### src/rtl/hsidle_pkg.sv
package hsidle_pkg;

  typedef enum logic [1:0] {
    LINE_SE0 = 2'b00,
    LINE_J   = 2'b01,
    LINE_K   = 2'b10,
    LINE_SE1 = 2'b11
  } line_e;

  typedef enum logic [2:0] {
    ST_FULL,
    ST_HIGH,
    ST_SETTLE,
    ST_CLASSIFY,
    ST_SUSPEND
  } mode_e;

  // strobes from control to the timer datapath
  typedef struct packed {
    logic idleClr;
    logic idleInc;
    logic settleClr;
    logic settleInc;
  } ctlStrobe_t;

  // terminal-count flags from the datapath back to control
  typedef struct packed {
    logic idleHit;
    logic settleHit;
    logic limitHit;
  } dpFlags_t;

endpackage

### src/rtl/hsidle_timers.sv
module hsidle_timers
  import hsidle_pkg::*;
#(
  parameter int IDLE_CYC   = 180000,
  parameter int SETTLE_CYC = 6000,
  parameter int LIMIT_CYC  = 600000
) (
  input  logic       clk,
  input  logic       rst,
  input  ctlStrobe_t strobe,
  output dpFlags_t   flags
);

  localparam int IDLE_W   = $clog2(LIMIT_CYC + 1);
  localparam int SETTLE_W = $clog2(SETTLE_CYC + 1);
  localparam logic [IDLE_W-1:0]   IDLE_LAST   = IDLE_W'(IDLE_CYC - 1);
  localparam logic [IDLE_W-1:0]   LIMIT_LAST  = IDLE_W'(LIMIT_CYC - 1);
  localparam logic [SETTLE_W-1:0] SETTLE_LAST = SETTLE_W'(SETTLE_CYC - 1);

  logic [IDLE_W-1:0]   idleCnt;
  logic [SETTLE_W-1:0] settleCnt;

  // total idle time since the last high-speed activity
  always_ff @(posedge clk) begin
    if (rst || strobe.idleClr) begin
      idleCnt <= '0;
    end else if (strobe.idleInc && (idleCnt != LIMIT_LAST)) begin
      idleCnt <= idleCnt + 1'b1;
    end
  end

  // time since the switch back to full speed
  always_ff @(posedge clk) begin
    if (rst || strobe.settleClr) begin
      settleCnt <= '0;
    end else if (strobe.settleInc && (settleCnt != SETTLE_LAST)) begin
      settleCnt <= settleCnt + 1'b1;
    end
  end

  always_comb begin
    flags.idleHit   = (idleCnt == IDLE_LAST);
    flags.limitHit  = (idleCnt == LIMIT_LAST);
    flags.settleHit = (settleCnt == SETTLE_LAST);
  end

endmodule

### src/rtl/hsidle_fsm.sv
module hsidle_fsm
  import hsidle_pkg::*;
(
  input  logic       clk,
  input  logic       rst,
  input  logic [1:0] lineState,
  input  logic       hsActive,
  input  logic       chirpDone,
  input  dpFlags_t   flags,
  output ctlStrobe_t strobe,
  output logic       hsMode,
  output logic       pullupEn,
  output logic       suspended,
  output logic       chirpStart
);

  mode_e state, stateNext;
  logic  chirpNext;
  line_e line;

  assign line = line_e'(lineState);

  always_comb begin
    stateNext = state;
    chirpNext = 1'b0;
    strobe    = '0;
    unique case (state)
      ST_FULL: begin
        strobe.idleClr   = 1'b1;
        strobe.settleClr = 1'b1;
        if (chirpDone) stateNext = ST_HIGH;
      end
      ST_HIGH: begin
        strobe.settleClr = 1'b1;
        if (hsActive) begin
          strobe.idleClr = 1'b1;
        end else begin
          strobe.idleInc = 1'b1;
          if (flags.idleHit) stateNext = ST_SETTLE;
        end
      end
      ST_SETTLE: begin
        // line is not looked at here: transceiver still settling
        strobe.idleInc   = 1'b1;
        strobe.settleInc = 1'b1;
        if (flags.settleHit) stateNext = ST_CLASSIFY;
      end
      ST_CLASSIFY: begin
        strobe.idleInc   = 1'b1;
        strobe.settleClr = 1'b1;
        if (line == LINE_SE0) begin
          stateNext = ST_FULL;
          chirpNext = 1'b1;
        end else if (line == LINE_J || flags.limitHit) begin
          stateNext = ST_SUSPEND;
        end
      end
      ST_SUSPEND: begin
        strobe.idleClr   = 1'b1;
        strobe.settleClr = 1'b1;
        if (line == LINE_K) stateNext = ST_HIGH;
      end
      default: begin
        stateNext = ST_FULL;
      end
    endcase
  end

  always_ff @(posedge clk) begin
    if (rst) begin
      state      <= ST_FULL;
      chirpStart <= 1'b0;
    end else begin
      state      <= stateNext;
      chirpStart <= chirpNext;
    end
  end

  always_comb begin
    hsMode    = (state == ST_HIGH);
    pullupEn  = (state != ST_HIGH);
    suspended = (state == ST_SUSPEND);
  end

endmodule

### src/rtl/hs_idle_discriminator.sv
module hs_idle_discriminator
  import hsidle_pkg::*;
#(
  parameter int CYCLES_PER_US = 60,
  parameter int IDLE_US       = 3000,
  parameter int SETTLE_US     = 100,
  parameter int LIMIT_US      = 10000
) (
  input  logic       clk,
  input  logic       rst,
  input  logic [1:0] lineState,
  input  logic       hsActive,
  input  logic       chirpDone,
  output logic       hsMode,
  output logic       pullupEn,
  output logic       suspended,
  output logic       chirpStart
);

  localparam int IDLE_CYC   = CYCLES_PER_US * IDLE_US;
  localparam int SETTLE_CYC = CYCLES_PER_US * SETTLE_US;
  localparam int LIMIT_CYC  = CYCLES_PER_US * LIMIT_US;

  generate
    if (SETTLE_CYC < 1 || IDLE_CYC < 1) begin : g_badTiming
      $error("idle and settle windows must be at least one cycle");
    end
    if (LIMIT_CYC <= IDLE_CYC + SETTLE_CYC) begin : g_badLimit
      $error("suspend limit must exceed idle threshold plus settle window");
    end
  endgenerate

  ctlStrobe_t strobe;
  dpFlags_t   flags;

  hsidle_timers #(
    .IDLE_CYC  (IDLE_CYC),
    .SETTLE_CYC(SETTLE_CYC),
    .LIMIT_CYC (LIMIT_CYC)
  ) u_timers (
    .clk   (clk),
    .rst   (rst),
    .strobe(strobe),
    .flags (flags)
  );

  hsidle_fsm u_fsm (
    .clk       (clk),
    .rst       (rst),
    .lineState (lineState),
    .hsActive  (hsActive),
    .chirpDone (chirpDone),
    .flags     (flags),
    .strobe    (strobe),
    .hsMode    (hsMode),
    .pullupEn  (pullupEn),
    .suspended (suspended),
    .chirpStart(chirpStart)
  );

endmodule

### config.mk
export PLATFORM = sky130hd
export DESIGN_NAME = hs_idle_discriminator
export DESIGN_NICKNAME = d
export VERILOG_FILES = /design/src/rtl/hsidle_pkg.sv /design/src/rtl/hsidle_timers.sv /design/src/rtl/hsidle_fsm.sv /design/src/rtl/hs_idle_discriminator.sv
export SDC_FILE = /design/constraint.sdc
export NUM_CORES = 1
export LEC_CHECK = 0
export CAP_MARGIN = 40
export CORE_MARGIN = 1
export CORE_UTILIZATION = 35
export CTS_BUF_LIST = sky130_fd_sc_hd__clkbuf_4
export DETAILED_ROUTE_END_ITERATION = 10
export DONT_BUFFER_PORTS = 1
export SKIP_LAST_GASP = 1
export SYNTH_ARGS = -nofsm -noshare
export SYNTH_HDL_FRONTEND = slang
export SYNTH_SLANG_ARGS = --single-unit
### constraint.sdc
create_clock -name clk -period 3.85 [get_ports clk]
set_clock_uncertainty 0.15 [all_clocks]
set_input_delay 0.385 -clock clk [delete_from_list [all_inputs] [get_ports clk]]
set_output_delay 0.385 -clock clk [all_outputs]
set_load 0.005 [all_outputs]
==> Word-level counts from Yosys, hierarchy flattened <==
Cells that the tools add are included.
{ "totals": {"reg_bits": 37, "input_bits": 6, "out_inout_bits": 4, "word_cells": 52} }
{ "op_classes": {"addsub": 2, "eq_ne": 18, "muxes": 15, "bitwise": 1, "n_reduce_logical": 12} }
{ "op_table": {"columns": ["operator", "count"], "rows": [
  ["$mux 3", 7],
  ["$add 20x1->20 const B", 1],
  ["$eq 20x18->1 const B", 1],
  ["$eq 20x20->1 const B", 1],
  ["$ne 20x20->1 const B", 1],
  ["$pmux 3 s5", 1],
  ["$add 13x1->13 const B", 1],
  ["$eq 13x13->1 const B", 1],
  ["$ne 13x13->1 const B", 1],
  ["$eq 3x2->1 const B", 2],
  ["$ne 2x2->1 const B", 3],
  ["$ne 3x1->1 const B", 2],
  ["$reduce_and 6->1", 1],
  ["$reduce_or 2->1", 3],
  ["$mux 1", 5],
  ["$ne 2x1->1 const B", 2],
  ["$pmux 1 s2", 2],
  ["$reduce_or 4->1", 1],
  ["$eq 3x1->1 const B", 1],
  ["$eq 3x3->1 const B", 1],
  ["$logic_not 3->1", 1],
  ["$logic_or 1x1->1", 3],
  ["$eq 2x1->1 const B", 1],
  ["$eq 2x2->1 const B", 1],
  ["other kinds (3)", 4]
]} }

==> Longest topological paths before layout <==
{ "logic_depth": {"word_depth": 5, "ltp_mapped": 7} }

==> Hierarchy <==
A second synthesis with hierarchy kept.
{ "unflattened": {"hier_cells": 245, "area_unflattened_um2": 2049.5} }
{ "by_module_without_submodules": {"columns": ["mod", "n_inst", "cells_per_inst", "area_per_inst_um2", "seq_area_each_um2"], "rows": [
  ["hsidle_timers", 1, 202, 1705.4, 660.6],
  ["hsidle_fsm", 1, 43, 344.1, 80.1]
]} }

==> Worst setup path before layout <==
OpenSTA, ideal clock, no wires.
{ "synth_path": {"path_type": "reg-to-reg", "from": "register u_timers.idleCnt[0]", "to": "register u_fsm.state[2]", "setup_time_ps": 96, "arrival_ps": 1640, "t_required_ps": 3604, "slack_ps": 1964, "path_stages_with_launch": 7, "n_path_buf": 0, "cell_sequence": "dfxtp_1 ha_1 and3_1 and4_1 a21oi_1 or3_1 o41ai_2"} }
{ "synth_via": {"elab_chain_cells": 4} }
{ "synth_rtl": {"columns": ["item", "line_no", "text"], "rows": [
  ["from (decl)", "hsidle_timers.sv:20", "logic [IDLE_W-1:0] idleCnt;"],
  ["from (signal assigned)", "hsidle_timers.sv:28", "idleCnt <= idleCnt + 1'b1;"],
  ["$eq 20x20->1", "hsidle_timers.sv:43", "flags.limitHit = (idleCnt == LIMIT_LAST);"],
  ["$logic_or 1x1->1", "hsidle_fsm.sv:54", "end else if (line == LINE_J || flags.limitHit) begin"],
  ["$ne 3x1->1 (no source line)", null, null],
  ["$reduce_and 6->1 (no source line) (*)", null, null],
  ["to (signal assigned)", "hsidle_fsm.sv:74", "state <= stateNext;"],
  ["to (decl)", "hsidle_fsm.sv:17", "mode_e state, stateNext;"]
]} }
Every way passes the cells marked *; elsewhere a longest branch is shown, timed or not.
A chain may end at the register's enable or synchronous reset.

==> Worst setup path in the final report <==
{ "layout_path": {"from": "register u_fsm.state[0]", "to": "register u_timers.idleCnt[19]"} }
{ "layout_via": {"elab_chain_cells": 4} }
{ "layout_rtl": {"columns": ["item", "line_no", "text"], "rows": [
  ["$eq 3x2->1 (tied with other cells)", "hsidle_fsm.sv:27", "unique case (state)"],
  ["$reduce_or 2->1 (no source line)", null, null],
  ["$pmux 1 s2", "hsidle_fsm.sv:27", null],
  ["$logic_and 1x1->1 or $logic_or 1x1->1 (tied branches)", "hsidle_timers.sv:27, hsidle_timers.sv:25", null]
]} }
Parallel ways exist; a longest one is shown, timed or not.

==> results.md <==
Worst setup path:
- The startpoint type of the worst setup path is a flip-flop.
- The endpoint class of the critical path is a flip-flop.
- Among cell families on the critical path, the largest total delay comes from simple AND/OR/NAND/NOR gates.
- The data required time at the worst endpoint is 3980 ps.
- Along the worst path, the maximum fanout reaches 14.
- The worst register-to-register path has a depth of 5.
- The critical path goes through nor2b_1 -> o21a_1 -> o211ai_1 -> or4_1 -> a21oi_1.
- The path type of the worst setup path is flip-flop to flip-flop.
- The worst register-to-register path ends at u_timers.idleCnt[19]$_SDFFE_PP0P_.
- On the worst path, the slowest cell contributes a delay of 590 ps.
- The standard cell with the maximum stage delay on the critical path is sky130_fd_sc_hd__dfxtp_1.
- The arrival time at the worst endpoint is 2470 ps.
- The startpoint identified for the worst register-to-register timing path is u_fsm.state[0]$_SDFFE_PP0P_.
- The worst register-to-register path has a setup slack of 1500 ps.
- The critical path contains buffers and inverters numbering 0 combined.

CTS:
- In this run the deepest clock path goes through 2 buffers.
- Clock-pin slew was measured on the worst setup and hold paths at roughly 120 ps.
- The root buffer cell chosen for the clock tree is sky130_fd_sc_hd__clkbuf_4.
- In this run, post-CTS hold repair placed 3 buffers.
- The TritonCTS sink count is 37.
- TritonCTS created 5 clock buffers.
- Clock latency on the worst-skew pair, taken at its later pin, is 350 ps.
- The count of buffers added by post-CTS timing repair for setup is 0.
- Once the clock tree was built, the resizer swapped 0 gates to a different size.
- The CTS tree is built.
- The clock tree synthesis step divided the H-tree into 2 levels.

Drt:
- The number of antenna-violating nets in the routed design is 0.
- The number of vias per cell is 5.37.
- The total number of vias is roughly 1.6k.
- Dividing the detail-routed wire length by the instance count gives 13.0 um.
- The number of optimization iterations in the first detailed-route pass is 4.
- For this run, design rule violations remaining after detail routing come to 0.
- After detailed routing, the total wire length is 3940 um.
- The number of DRC violations after detailed-routing iteration 0 is approximately 80.

STA:
- The setup TNS is 0 ps.
- The final setup violation count is 0.
- The post-route clock period utilization is 0.609.
- The count of pins over their slew limit came to 0.
- The slack of the critical path is 1500 ps.
- Derived from the worst setup path, the maximum achievable clock frequency is 0.426 GHz.
- The tightest slew margin relative to the limit is 0.480.
- The worst-margin pin slew is 776 ps.
- Setup repair after global routing left no endpoint under its margin.
- The clock period could shrink to 2350 ps.
- The final-report hold violation count came to 0.

Worst hold path:
- The worst hold path endpoint is u_fsm.state[0]$_SDFFE_PP0P_.
- The number of cells on the worst hold path is 2.
- The class of the most critical hold timing path is primary input to flip-flop.
- In this run the most critical hold path is launched from rst.

Synth:
- The net count after synthesis is around 240.
- Synthesis produced a netlist whose cell count is 231.
- For this run, the register share of the synthesized area comes to 0.380.
- The unique cell type count in the Yosys netlist is 46.
- A synthesized cell averages 8.44 um^2.
- The async set or reset register ratio after synthesis is 0.
- For this run, the number of Yosys warnings is 0.
- Counting flops and latches in the post-synthesis netlist gives 37.
- The cell area after technology mapping is 1950 um^2.
- Yosys mapped a number of flops with a built-in enable equal to 0.
- The most used flip-flop cell after synthesis is sky130_fd_sc_hd__dfxtp_1.

Power and ir drop:
- For this design the static power due to leakage is 0.625 nW.
- The internal power is 0.480 mW.
- The share of total power consumed by net switching is 0.289.
- The share of total power dissipated in sequential elements is 0.598.
- The portion of total power attributed to combinational logic is 0.111.
- Of the total power, the clock network draws 0.291.
- The net switching power figure is 0.195 mW.
- VDD sags by at most ~0.21 mV.
- The power per standard cell area is roughly 320 nW/um^2.

Final layout:
- Measured on the finished design, the core utilization comes to 0.398.
- The final net count is 241.
- Once layout is done, the placed cells without fillers occupy 2090 um^2.
- After filler insertion, the fill cell instance count of the layout stands at 553.
- The library cell used most frequently in the layout, excluding fill and tap cells, is sky130_fd_sc_hd__dfxtp_1.
- Summing all flip-flop and latch instances after layout gives between 700 and 800 um^2.
- In the final layout, the share of cells above drive strength 1 is 0.0556.
- From synthesis to final layout, the design area changed by 7.00%.
- The top cell types in the final layout, fill and taps aside, are sky130_fd_sc_hd__dfxtp_1 (37), sky130_fd_sc_hd__nor2_1 (28), sky130_fd_sc_hd__nand2_1 (17).
- The total area of multi-input combinational cells is about 1100 um^2.
- 0 antenna diodes ended up in the layout.

Placed design:
- After detailed placement, the total cell area comes to 2010 um^2.
- The pre-CTS worst setup slack is 1550 ps.
- Detailed placement ended at an HPWL of 2800 um.
- The count of buffers from port buffering is 0.
- The weighted congestion reported at the end of routability-driven placement is 0.828.

Global route:
- The remaining global-route overflow is 0.
- Across every metal layer, demand over resource in global routing totals 0.145.
- The initial antenna violation count is 0.
- The wire length of the first global-routing pass is 6880 um.
- The via count of the first global-routing pass is between 1k and 1.5k.
- The maximum number of pins on one net before global-route repair is 15.

Floorplanning:
- The placeable core area is approximately 5200 um^2.
- The floorplan step set the die height to 76.6 um.
- In this run the core area contains 26 standard-cell rows.
- The area of the die is 5870 um^2.
- The number of top-level pins is 10.
- For this configuration, the core starts out at a cell density of 0.372.
- In this run the horizontal extent of the chip is 76.6 um.

Status:
- The flow ran to the end, and the final reports show no timing, DRC or antenna violations.

Run:
- Max-cap violations in this run came to 0.
-- worst max-delay path by stage --
stage	slack [ps]	end	depth (start not counted)	from
global placement	1590	u_timers.idleCnt[19]$_SDFFE_PP0P_	5	u_fsm.state[0]$_SDFFE_PP0P_
detailed placement	1550	u_timers.idleCnt[19]$_SDFFE_PP0P_	5	u_fsm.state[0]$_SDFFE_PP0P_
finish	1500	u_timers.idleCnt[19]$_SDFFE_PP0P_	5	u_fsm.state[0]$_SDFFE_PP0P_
CTS	1510	u_timers.idleCnt[19]$_SDFFE_PP0P_	5	u_fsm.state[0]$_SDFFE_PP0P_
global route	1280	u_timers.idleCnt[17]$_SDFFE_PP0P_	5	u_fsm.state[0]$_SDFFE_PP0P_
floorplan	1960	u_fsm.state[2]$_SDFFE_PP0P_	6	u_timers.idleCnt[0]$_SDFFE_PP0P_
-- sequential cells by signal, summed over array words and instances, names as in the netlist --
register and flops:
u_fsm.chirpStart 1, u_fsm.state 3, u_timers.settleCnt 13, u_timers.idleCnt 20
-- power groups by stage --
stage          clock network [mW]  logic [mW]  registers (mW)
2_1_floorplan                   0      0.0708           0.400
3_3_place_gp                    0      0.0740           0.412
3_5_place_dp                    0      0.0732           0.412
4_1_cts                     0.205      0.0753           0.404
5_1_grt                     0.217      0.0845           0.406
6_report                    0.197      0.0748           0.404
-- layout make-up --
cell class              count  share of cell area
repair buffers              4              0.0180
clock buffers               5              0.0180
inverters                   6              0.0108
clock inverters             3             0.00600
flip-flops and latches     37               0.355
well taps                  70              0.0420
multi-input cells         179               0.550
-- Yosys cell counts, types with 3 or more instances --
cell                        n  share of area
sky130_fd_sc_hd__dfxtp_1   37           0.38
sky130_fd_sc_hd__nor2_1    28          0.054
sky130_fd_sc_hd__nand2_1   17          0.033
sky130_fd_sc_hd__nand3_1   13          0.033
sky130_fd_sc_hd__xnor2_1   13          0.058
sky130_fd_sc_hd__a21oi_1   12          0.031
sky130_fd_sc_hd__nand4_1    9          0.029
sky130_fd_sc_hd__xor2_1     9          0.040
sky130_fd_sc_hd__nor3_1     7          0.018
sky130_fd_sc_hd__or3_1      7          0.022
sky130_fd_sc_hd__and3_1     6          0.019
sky130_fd_sc_hd__and4_1     5          0.022
sky130_fd_sc_hd__inv_1      5         0.0096
sky130_fd_sc_hd__nor4_1     5          0.016
sky130_fd_sc_hd__o211ai_1   5          0.019
sky130_fd_sc_hd__buf_2      4          0.010
sky130_fd_sc_hd__clkbuf_1   4         0.0077
sky130_fd_sc_hd__o21ai_1    4          0.010
sky130_fd_sc_hd__or4_1      4          0.015
sky130_fd_sc_hd__o21ai_0    3         0.0077
-- cells by family after synthesis --
family | share of synthesized area
compound gates | 0.139
xor+xnor | 0.0988
fa+ha+maj | 0.0128
buf+inv | 0.0314
flops | 0.380
mux | 0.0103
simple gates | 0.328
-- through the flow --
stage / power, mW / hold WS (ps) / instances
finish: 0.676 / 49.5 / 304
global route: 0.708 / 30.5 / 304
CTS: 0.684 / 40.0 / 304
detailed placement: 0.485 / 318 / 293
global placement: 0.486 / 317 / 293
floorplan: 0.471 / 311 / 231
-- routing by layer --
layer,up-vias,share of wire,global-route usage
li1,852,-,-
met1,746,0.51,0.191
met2,27,0.45,0.225
met3,7,0.034,0.0371
met4,0,0.012,0.0596
met5,-,0,0
No activity file was read; power rests on OpenSTA's default activity.
